## config.mk

```make
export PLATFORM = sky130hd
export DESIGN_NAME = sfs_status_ctrl
export DESIGN_NICKNAME = d
export VERILOG_FILES = /design/src/rtl/sfs_pkg.sv /design/src/rtl/sfs_sync.sv /design/src/rtl/sfs_hold_detect.sv /design/src/rtl/sfs_seq_fsm.sv /design/src/rtl/sfs_status_reg.sv /design/src/rtl/sfs_status_ctrl.sv
export SDC_FILE = /design/constraint.sdc
export NUM_CORES = 1
export LEC_CHECK = 0
export CAP_MARGIN = 20
export CELL_PAD_IN_SITES_DETAIL_PLACEMENT = 1
export CELL_PAD_IN_SITES_GLOBAL_PLACEMENT = 1
export CORE_MARGIN = 1
export CORE_UTILIZATION = 50
export DETAILED_ROUTE_END_ITERATION = 6
export DONT_BUFFER_PORTS = 1
export PLACE_DENSITY_LB_ADDON = 0.3
export REMOVE_ABC_BUFFERS = 1
export SLEW_MARGIN = 30
export SYNTH_ARGS = -nofsm -noshare
export SYNTH_HDL_FRONTEND = slang
export SYNTH_HIERARCHICAL = 1
export SYNTH_SLANG_ARGS = --single-unit
```

## constraint.sdc

```tcl
create_clock -name clk -period 2.4 [get_ports clk]
set_input_delay 0.12 -clock clk [delete_from_list [all_inputs] [get_ports clk]]
set_output_delay 0.12 -clock clk [all_outputs]
set_load 0.05 [all_outputs]
```

## src/rtl/sfs_pkg.sv

```systemverilog
package sfs_pkg;

    typedef enum logic [1:0] {
        SEQ_HIZ  = 2'd0,
        SEQ_STAB = 2'd1,
        SEQ_RUN  = 2'd2
    } seq_state_t;

    localparam int NUM_FAULTS = 3;

    // converts a duration in microseconds to clock cycles, at least one
    function automatic int us_to_cycles(input int clk_khz, input int dur_us);
        int cyc;
        cyc = (clk_khz * dur_us) / 1000;
        return (cyc < 1) ? 1 : cyc;
    endfunction

endpackage

```

## src/rtl/sfs_sync.sv

```systemverilog
module sfs_sync #(
    parameter int          WIDTH     = 1,
    parameter logic [31:0] RESET_VAL = '0
) (
    input  logic             clk,
    input  logic             rst_n,
    input  logic [WIDTH-1:0] d,
    output logic [WIDTH-1:0] q
);

    for (genvar b = 0; b < WIDTH; b++) begin : g_bit
        logic meta_q;
        logic sync_q;

        always_ff @(posedge clk or negedge rst_n) begin
            if (!rst_n) begin
                meta_q <= RESET_VAL[b];
                sync_q <= RESET_VAL[b];
            end else begin
                meta_q <= d[b];
                sync_q <= meta_q;
            end
        end

        assign q[b] = sync_q;
    end

endmodule

```

## src/rtl/sfs_hold_detect.sv

```systemverilog
module sfs_hold_detect #(
    parameter int HOLD_CYC = 128000
) (
    input  logic clk,
    input  logic rst_n,
    input  logic req_n_s,
    input  logic sclk_s,
    output logic pulse_o
);

    localparam int CW = $clog2(HOLD_CYC + 1);
    localparam logic [CW-1:0] LAST = CW'(HOLD_CYC - 1);

    logic          held;
    logic [CW-1:0] cnt_q;
    logic          fired_q;
    logic          pulse_q;

    assign held = !req_n_s && sclk_s;

    always_ff @(posedge clk or negedge rst_n) begin
        if (!rst_n) begin
            cnt_q   <= '0;
            fired_q <= 1'b0;
            pulse_q <= 1'b0;
        end else if (!held) begin
            cnt_q   <= '0;
            fired_q <= 1'b0;
            pulse_q <= 1'b0;
        end else if (fired_q) begin
            pulse_q <= 1'b0;
        end else if (cnt_q == LAST) begin
            cnt_q   <= '0;
            fired_q <= 1'b1;
            pulse_q <= 1'b1;
        end else begin
            cnt_q   <= cnt_q + 1'b1;
            pulse_q <= 1'b0;
        end
    end

    assign pulse_o = pulse_q;

endmodule

```

## src/rtl/sfs_seq_fsm.sv

```systemverilog
module sfs_seq_fsm
    import sfs_pkg::*;
#(
    parameter int HIZ_CYC  = 200000,
    parameter int STAB_CYC = 750000
) (
    input  logic       clk,
    input  logic       rst_n,
    input  logic       restart,
    output seq_state_t state_o,
    output logic       drive_en,
    output logic       init_busy,
    output logic       clear_allow
);

    localparam int MAX_CYC = (HIZ_CYC > STAB_CYC) ? HIZ_CYC : STAB_CYC;
    localparam int TW      = $clog2(MAX_CYC + 1);
    localparam logic [TW-1:0] HIZ_LAST  = TW'(HIZ_CYC - 1);
    localparam logic [TW-1:0] STAB_LAST = TW'(STAB_CYC - 1);

    seq_state_t    state_q, state_n;
    logic [TW-1:0] tmr_q, tmr_n;

    // next state: HIZ_DONE, STAB_DONE, RESTART
    always_comb begin
        state_n = state_q;
        tmr_n   = tmr_q + 1'b1;
        unique case (state_q)
            SEQ_HIZ: begin
                if (tmr_q == HIZ_LAST) begin
                    state_n = SEQ_STAB;
                    tmr_n   = '0;
                end
            end
            SEQ_STAB: begin
                if (tmr_q == STAB_LAST) begin
                    state_n = SEQ_RUN;
                    tmr_n   = '0;
                end
            end
            SEQ_RUN: begin
                tmr_n = '0;
            end
            default: begin
                state_n = SEQ_HIZ;
                tmr_n   = '0;
            end
        endcase
        if (restart) begin
            state_n = SEQ_HIZ;
            tmr_n   = '0;
        end
    end

    // state register
    always_ff @(posedge clk or negedge rst_n) begin
        if (!rst_n) begin
            state_q <= SEQ_HIZ;
            tmr_q   <= '0;
        end else begin
            state_q <= state_n;
            tmr_q   <= tmr_n;
        end
    end

    // outputs
    always_comb begin
        drive_en    = 1'b0;
        init_busy   = 1'b1;
        clear_allow = 1'b0;
        unique case (state_q)
            SEQ_HIZ: begin
                drive_en = 1'b0;
            end
            SEQ_STAB: begin
                drive_en = 1'b1;
            end
            SEQ_RUN: begin
                drive_en    = 1'b1;
                init_busy   = 1'b0;
                clear_allow = 1'b1;
            end
            default: begin
                drive_en = 1'b0;
            end
        endcase
    end

    assign state_o = state_q;

endmodule

```

## src/rtl/sfs_status_reg.sv

```systemverilog
module sfs_status_reg #(
    parameter int NF = 3
) (
    input  logic          clk,
    input  logic          rst_n,
    input  logic          init_busy,
    input  logic          clear_allow,
    input  logic          clr_s,
    input  logic [NF-1:0] faults,
    output logic          status_o
);

    logic clr_prev_q;
    logic clr_rise;
    logic status_q;

    assign clr_rise = clr_s && !clr_prev_q;

    always_ff @(posedge clk or negedge rst_n) begin
        if (!rst_n) begin
            clr_prev_q <= 1'b0;
            status_q   <= 1'b1;
        end else begin
            clr_prev_q <= clr_s;
            if (init_busy) begin
                status_q <= 1'b1;
            end else begin
                status_q <= (status_q && !(clr_rise && clear_allow)) || (|faults);
            end
        end
    end

    assign status_o = status_q;

endmodule

```

## src/rtl/sfs_status_ctrl.sv

```systemverilog
module sfs_status_ctrl
    import sfs_pkg::*;
#(
    parameter int CLK_KHZ = 250000,
    parameter int HOLD_US = 512,
    parameter int HIZ_US  = 800,
    parameter int STAB_US = 3000
) (
    input  logic clk,
    input  logic por_n,
    input  logic rst_req_n,
    input  logic sclk_pin,
    input  logic clr_pin,
    input  logic flt_parity,
    input  logic flt_overtemp,
    input  logic flt_clkfreq,
    output logic status_o,
    output logic status_oe,
    output logic int_rst
);

    localparam int HOLD_CYC = us_to_cycles(CLK_KHZ, HOLD_US);
    localparam int HIZ_CYC  = us_to_cycles(CLK_KHZ, HIZ_US);
    localparam int STAB_CYC = us_to_cycles(CLK_KHZ, STAB_US);

    logic [2:0]            pins_s;
    logic [NUM_FAULTS-1:0] fault_vec;
    seq_state_t            seq_state;
    logic                  init_busy;
    logic                  clear_allow;

    assign fault_vec = {flt_clkfreq, flt_overtemp, flt_parity};

    // bit 2: reset request (idles high), bit 1: serial clock, bit 0: clear
    sfs_sync #(
        .WIDTH     (3),
        .RESET_VAL (32'h4)
    ) u_sync (
        .clk   (clk),
        .rst_n (por_n),
        .d     ({rst_req_n, sclk_pin, clr_pin}),
        .q     (pins_s)
    );

    sfs_hold_detect #(
        .HOLD_CYC (HOLD_CYC)
    ) u_hold (
        .clk     (clk),
        .rst_n   (por_n),
        .req_n_s (pins_s[2]),
        .sclk_s  (pins_s[1]),
        .pulse_o (int_rst)
    );

    sfs_seq_fsm #(
        .HIZ_CYC  (HIZ_CYC),
        .STAB_CYC (STAB_CYC)
    ) u_fsm (
        .clk         (clk),
        .rst_n       (por_n),
        .restart     (int_rst),
        .state_o     (seq_state),
        .drive_en    (status_oe),
        .init_busy   (init_busy),
        .clear_allow (clear_allow)
    );

    sfs_status_reg #(
        .NF (NUM_FAULTS)
    ) u_status (
        .clk         (clk),
        .rst_n       (por_n),
        .init_busy   (init_busy),
        .clear_allow (clear_allow),
        .clr_s       (pins_s[0]),
        .faults      (fault_vec),
        .status_o    (status_o)
    );

endmodule

```

==> impl_metrics.json, run 1 <==
{
  "wl_met1_mm": 2.51,
  "drc_errors": 0,
  "max_freq_mhz": 495,
  "critical_path_class": "register to register",
  "die-height_um": 72.2,
  "yosys.area.top_type": "dfrtp_1",
  "setup_viol": 0,
  "drive_gt1_frac": 0.112,
  "initial_utilization": 0.522,
  "layoutNonFillerInstCount": 318,
  "dp.cells": 303,
  "rsz0062_at_grt": "false",
  "fin_util": 0.572,
  "rr_startpoint": "u_fsm/tmr_q[15]$_DFF_PN0_",
  "clkSinkCount": 49,
  "layout_common_cells": "dfrtp_1 (46), nor2_1 (31), nand3_1 (17), nand2_1 (16), xor2_1 (12)",
  "slew_headroom": 0.585,
  "grt_usage": 0.236,
  "grt_pass1_vias": 1937,
  "cts_buffer_depth": 2,
  "core_mm2": 0.00472,
  "cts_tree": "yes",
  "final_common_cell": "dfrtp_1",
  "grt_first_pass_wirelength_mm": 9.36,
  "ys.flop_type": "dfrtp_1",
  "worst_pin_slew_ns": 0.618,
  "vias": 1836,
  "cts_resized": 0,
  "hold_path_class": "primary input to asynchronous set/reset pin",
  "place.gp.congestion": 0.844,
  "nets": 264,
  "regArea_mm2": 0.00123,
  "cts_hold_buf": 7,
  "cts.root.buffer_cell": "clkbuf_8",
  "dr.pass1.iters": 4,
  "viasPerCell": 5.77,
  "final_cell_area_mm2": 0.00270,
  "fin_crit_sh": 0.842,
  "routed_wl_mm": 5.46,
  "port_buffers": 0,
  "grt_overflow": 0,
  "fin_skew_ns": 0.00829,
  "ys_ff_latch": 49,
  "ant_nets": 0,
  "avgSynthCellArea_um2": 10.1,
  "setup.worst_path.start_class": "register",
  "numCtsBuffers": 5,
  "dpl.hpwl_mm": 3.86,
  "crit_path_end_kind": "register",
  "antenna_found_initial": 0,
  "hold_viol": 0,
  "cp.arrival_ns": 2.24,
  "top_layer": "met4",
  "p_leak_uw": 0.00115,
  "yosysWarnings": 6,
  "cap_violations": 0,
  "h-tree-depth": 2,
  "wl_met3_um": 97,
  "die_area_mm2": 0.00521,
  "syn_inst": 243,
  "power_density_mw_per_mm2": 553,
  "seq_area_frac_synth": 0.499,
  "crit_start": "u_fsm/tmr_q[15]$_DFF_PN0_",
  "wl_per_cell_um": 17.2,
  "multi_input_area_mm2": 0.00113,
  "area.growth.synth_to_final_pct": 9.75,
  "synth_area_mm2": 0.00246,
  "n_fill_cell": 527,
  "finalCriticalPeriod_ns": 2.02,
  "grt_max_degree": 50,
  "status": "completed",
  "wl_met2_mm": 2.77,
  "drt_iter0_drc": 97,
  "postCtsSetupBuffers": 0,
  "ios": 11,
  "fin_total_pwr_uw": 1490,
  "fin_tns_setup_ns": 0,
  "fp.dieW_um": 72.2,
  "cp_max_fo": 5,
  "clk-insertion-delay-late_ns": 0.31,
  "synth_top_area_share": 0.467,
  "synth_edf_count": 0,
  "place_area_mm2": 0.00250,
  "drv_slew": 0,
  "antenna_cells": 0,
  "required_ns": 2.62,
  "synth-async-reset-ratio": 1.00,
  "cts.clk_slew.worst_paths_ns": 0.10,
  "ys_types": 52,
  "floorplan.rows": 25,
  "ir_drop_mv": 0.448,
  "synth.top_cells.by_area": "dfrtp_1 (47%), nor2_1 (4.7%), xor2_1 (4.3%), nand3_1 (3.5%), dfstp_2 (3.2%)"
}
-- cell families (layout without fill, tap and decap cells) --
kind of cell,count (synthesis),count (layout),share of synthesized area
simple gates,115,115,0.261
buf+inv,18,26,0.0406
mux,1,1,0.00406
compound gates,34,34,0.0934
fa+ha+maj,6,6,0.0305
flops,49,49,0.499
xor+xnor,20,20,0.0711
-- cell type report --
cell class / count / share of cell area
Tap cell: 67 / 0.0310
Inverter: 8 / 0.0111
Sequential cell: 49 / 0.455
Clock inverter: 3 / 0.0176
Clock buffer: 5 / 0.0255
Multi-Input combinational cell: 176 / 0.419
Timing Repair Buffer: 10 / 0.0407
-- critical path: stages (launching register included) --
cell,delay (ns)
dfrtp_1,0.44
nor4_1,0.31
nand3_1,0.14
o41a_1,0.48
or4_1,0.48
o31ai_1,0.08
-- power breakdown --
group	internal, µW	switching (µW)
sequential	834	3.77
clock	318	296
combinational	14.5	28.8
-- through the flow --
step                worst slack (ns)  hold WS, ns
floorplan                      0.178       -0.176
global placement               0.491       -0.175
detailed placement             0.419       -0.174
CTS                            0.384        0.297
global route                   0.247        0.336
finish                         0.378        0.315
-- sequential cells by signal (all words and copies together), names as in the netlist --
signal / cells
u_status/status_o: 1
u_fsm/tmr_q: 20
u_sync/g_bit.sync_q: 3
u_hold/cnt_q: 17
u_status/clr_prev_q: 1
u_hold/pulse_o: 1
u_sync/g_bit.meta_q: 3
u_fsm/state_o: 2
u_hold/fired_q: 1
-- metal layers --
layer / up-vias / GRT usage
li1: 869 / -
met2: 19 / 0.402
met4: 0 / 0.0806
met1: 942 / 0.305
met5: - / 0
met3: 6 / 0.0431
-- Yosys cell counts, types with 2 or more instances --
cell type / n
o31ai_1: 4
ha_1: 6
buf_2: 2
xor2_1: 12
nand2_2: 2
or4_1: 4
nand3b_1: 2
a21o_1: 3
nor2_1: 31
nand4_1: 9
clkbuf_1: 2
buf_6: 2
buf_4: 3
a21oi_1: 5
nor4_1: 4
nor3_1: 6
nand3_1: 17
dfstp_2: 3
inv_1: 8
or3_1: 2
nand2_1: 16
a31oi_1: 2
and3_1: 6
dfrtp_1: 46
xnor2_1: 8
o21ai_0: 8
nand2b_1: 2
or2b_2: 2
o211ai_1: 3
-- path summary, 6_finish.rpt --
path,endpoint,cells past startpoint,slack [ns]
setup / recovery,u_fsm/state_o[0]$_DFFE_PN0P_,5,0.38
hold / removal,u_fsm/tmr_q[6]$_DFF_PN0_,2,0.31
setup reg to reg,u_fsm/state_o[0]$_DFFE_PN0P_,5,0.38
hold reg to reg,u_sync/g_bit[1].sync_q$_DFF_PN0_,0,0.36
max in group asynchronous,u_status/status_o$_DFF_PN1_,2,1.80
min in group clk,u_sync/g_bit[2].meta_q$_DFF_PN1_,1,0.35
Note: power is estimated with default switching activity, not from simulation.
==> run 2: changes to the inputs <==
==> constraint.sdc (replaced) <==
create_clock -name clk -period 2.09 [get_ports clk]
set_input_delay 0.1045 -clock clk [delete_from_list [all_inputs] [get_ports clk]]
set_output_delay 0.1045 -clock clk [all_outputs]
set_load 0.05 [all_outputs]
==> run 2 against run 1 <==
Effect of this change: sequential share of layout area is 0.61 points lower; count of clock-buffer cells in the layout stayed put; sequential cell count stayed put; register-to-register slack worse by 0.35 ns; first-iteration DRC count is 65% higher; fmax is 2.0% lower; die area stayed put; non-clock buffer count is 5 higher; wire length is 7.8% higher; critical endpoint is now u_fsm/state_o[1]$_DFFE_PN0P_; largest cell class unchanged.
==> impl_metrics.json, run 2 (synthesis gave the netlist of run 1 again) <==
{
  "power_density_mw_per_mm2": 589,
  "viasPerCell": 5.74,
  "antenna_cells": 0,
  "cap_violations": 0,
  "ant_nets": 0,
  "p_leak_uw": 0.00117,
  "dr.pass1.iters": 4,
  "nets": 269,
  "vias": 1853,
  "antenna_found_initial": 0,
  "pre_cts_ws_ns": 0.0629,
  "grt_overflow": 0,
  "hold_viol": 0,
  "n_fill_cell": 512,
  "cts_tree": "yes",
  "drive_gt1_frac": 0.148,
  "drv_slew": 0,
  "setup_viol": 0,
  "fin_ws_ns": 0.0277,
  "max_stage_delay_ns": 0.51,
  "finalCriticalPeriod_ns": 2.06,
  "final_common_cell": "dfrtp_1",
  "multi_input_area_mm2": 0.00115,
  "required_ns": 2.31,
  "cp.arrival_ns": 2.29,
  "area.growth.synth_to_final_pct": 11.5,
  "cts_buffer_depth": 2,
  "grt_max_degree": 50,
  "floorplan.rows": 25,
  "grt_pass1_vias": 1915,
  "cp_cell_sequence": "nor4_1 -> nand4b_1 -> o41a_1 -> or4_1 -> o31ai_1",
  "die_area_mm2": 0.00521,
  "postCtsSetupBuffers": 0,
  "grt_first_pass_wirelength_mm": 9.97,
  "port_buffers": 0,
  "fin_util": 0.581,
  "dpl.hpwl_mm": 3.82,
  "crit_path_end_kind": "register",
  "regMostFlops": "u_fsm/tmr_q",
  "place.gp.congestion": 0.801,
  "max_freq_mhz": 485,
  "critical_path_class": "register to register",
  "routed_wl_mm": 5.88,
  "slowest_stage": "or4_1",
  "largest_reg_flops": 20,
  "fin_total_pwr_uw": 1620,
  "reg.largest.list": "u_fsm/tmr_q: 20 flops, u_hold/cnt_q: 17 flops",
  "ios": 11,
  "layout_common_cells": "dfrtp_1 (44), nor2_1 (31), nand3_1 (17), nand2_1 (16), xor2_1 (12)",
  "fin_crit_sh": 0.987,
  "initial_utilization": 0.522,
  "status": "completed",
  "setup.worst_path.start_class": "register",
  "place_area_mm2": 0.00254,
  "cts.clk_slew.worst_paths_ns": 0.10,
  "clkSinkCount": 49,
  "final_cell_area_mm2": 0.00275,
  "ir_drop_mv": 0.470,
  "timing.hold.ws_ns": 0.318,
  "drc_errors": 0,
  "drt_iter0_drc": 160,
  "slew_headroom": 0.607,
  "die-height_um": 72.2,
  "h-tree-depth": 2,
  "fp.dieW_um": 72.2,
  "core_mm2": 0.00472,
  "rsz0062_at_grt": "true",
  "regArea_mm2": 0.00123,
  "cts.root.buffer_cell": "clkbuf_8",
  "hold_path_class": "primary input to asynchronous set/reset pin",
  "wl_per_cell_um": 18.2,
  "numCtsBuffers": 5,
  "cp_max_fo": 5,
  "clk-insertion-delay-late_ns": 0.31,
  "worst_pin_slew_ns": 0.589,
  "fin_skew_ns": 0.00858,
  "grt_usage": 0.252
}
[run 2: worst max-delay path, delay by kind of cell (launching register included)]
family | cells | cell delay, ns
flip-flops | 1 | 0.45
AO/OA/AOI/OAI | 2 | 0.56
AND/OR/NAND/NOR | 3 | 0.98
[run 2: path summary, 6_finish.rpt]
check | from | endpoint | slack (ns) | cells past startpoint
max | u_fsm/tmr_q[12]$_DFF_PN0_ | u_fsm/state_o[1]$_DFFE_PN0P_ | 0.03 | 5
min | por_n | u_fsm/state_o[0]$_DFFE_PN0P_ | 0.32 | 2
max reg2reg | u_fsm/tmr_q[12]$_DFF_PN0_ | u_fsm/state_o[1]$_DFFE_PN0P_ | 0.03 | 5
min reg2reg | u_sync/g_bit[1].meta_q$_DFF_PN0_ | u_sync/g_bit[1].sync_q$_DFF_PN0_ | 0.36 | 0
max in group asynchronous | por_n | u_status/status_o$_DFF_PN1_ | 1.50 | 2
min in group clk | rst_req_n | u_sync/g_bit[2].meta_q$_DFF_PN1_ | 0.33 | 1
[run 2: what timing repair did]
action	in CTS	in global routing
resized for setup	0	6
endpoints found under the hold margin	53	0
setup endpoints to repair	0	23
hold buffers	7	0
[run 2: metal layers]
metal / vias up / wire length (µm) / track usage
li1: 888 / - / -
met1: 939 / 2660 / 0.339
met2: 21 / 3030 / 0.429
met3: 5 / 159 / 0.0444
met4: 0 / 38 / 0.0545
met5: - / 0 / 0
[run 2: area by class of cell]
cell class,instances,share of cell area
sequential,49,0.449
clock buffer,5,0.0251
timing repair buffer,15,0.0538
tap,67,0.0305
clock inverter,3,0.0105
multi-input combinational,176,0.421
inverter,8,0.0109
[run 2: through the flow]
| stage | std cells | TNS [ns] |
|---|---|---|
| CTS | 323 | 0 |
| finish | 323 | 0 |
| floorplan | 233 | -2.58 |
| detailed placement | 308 | 0 |
| global route | 323 | -0.0208 |
| global placement | 308 | 0 |
[run 2: power by group]
| part | total, µW | internal [µW] | switching [µW] |
|---|---|---|---|
| clock network | 601 | 251 | 350 |
| logic | 55.7 | 20.4 | 35.3 |
| registers | 962 | 958 | 4.44 |
| total | 1620 | 1230 | 390 |
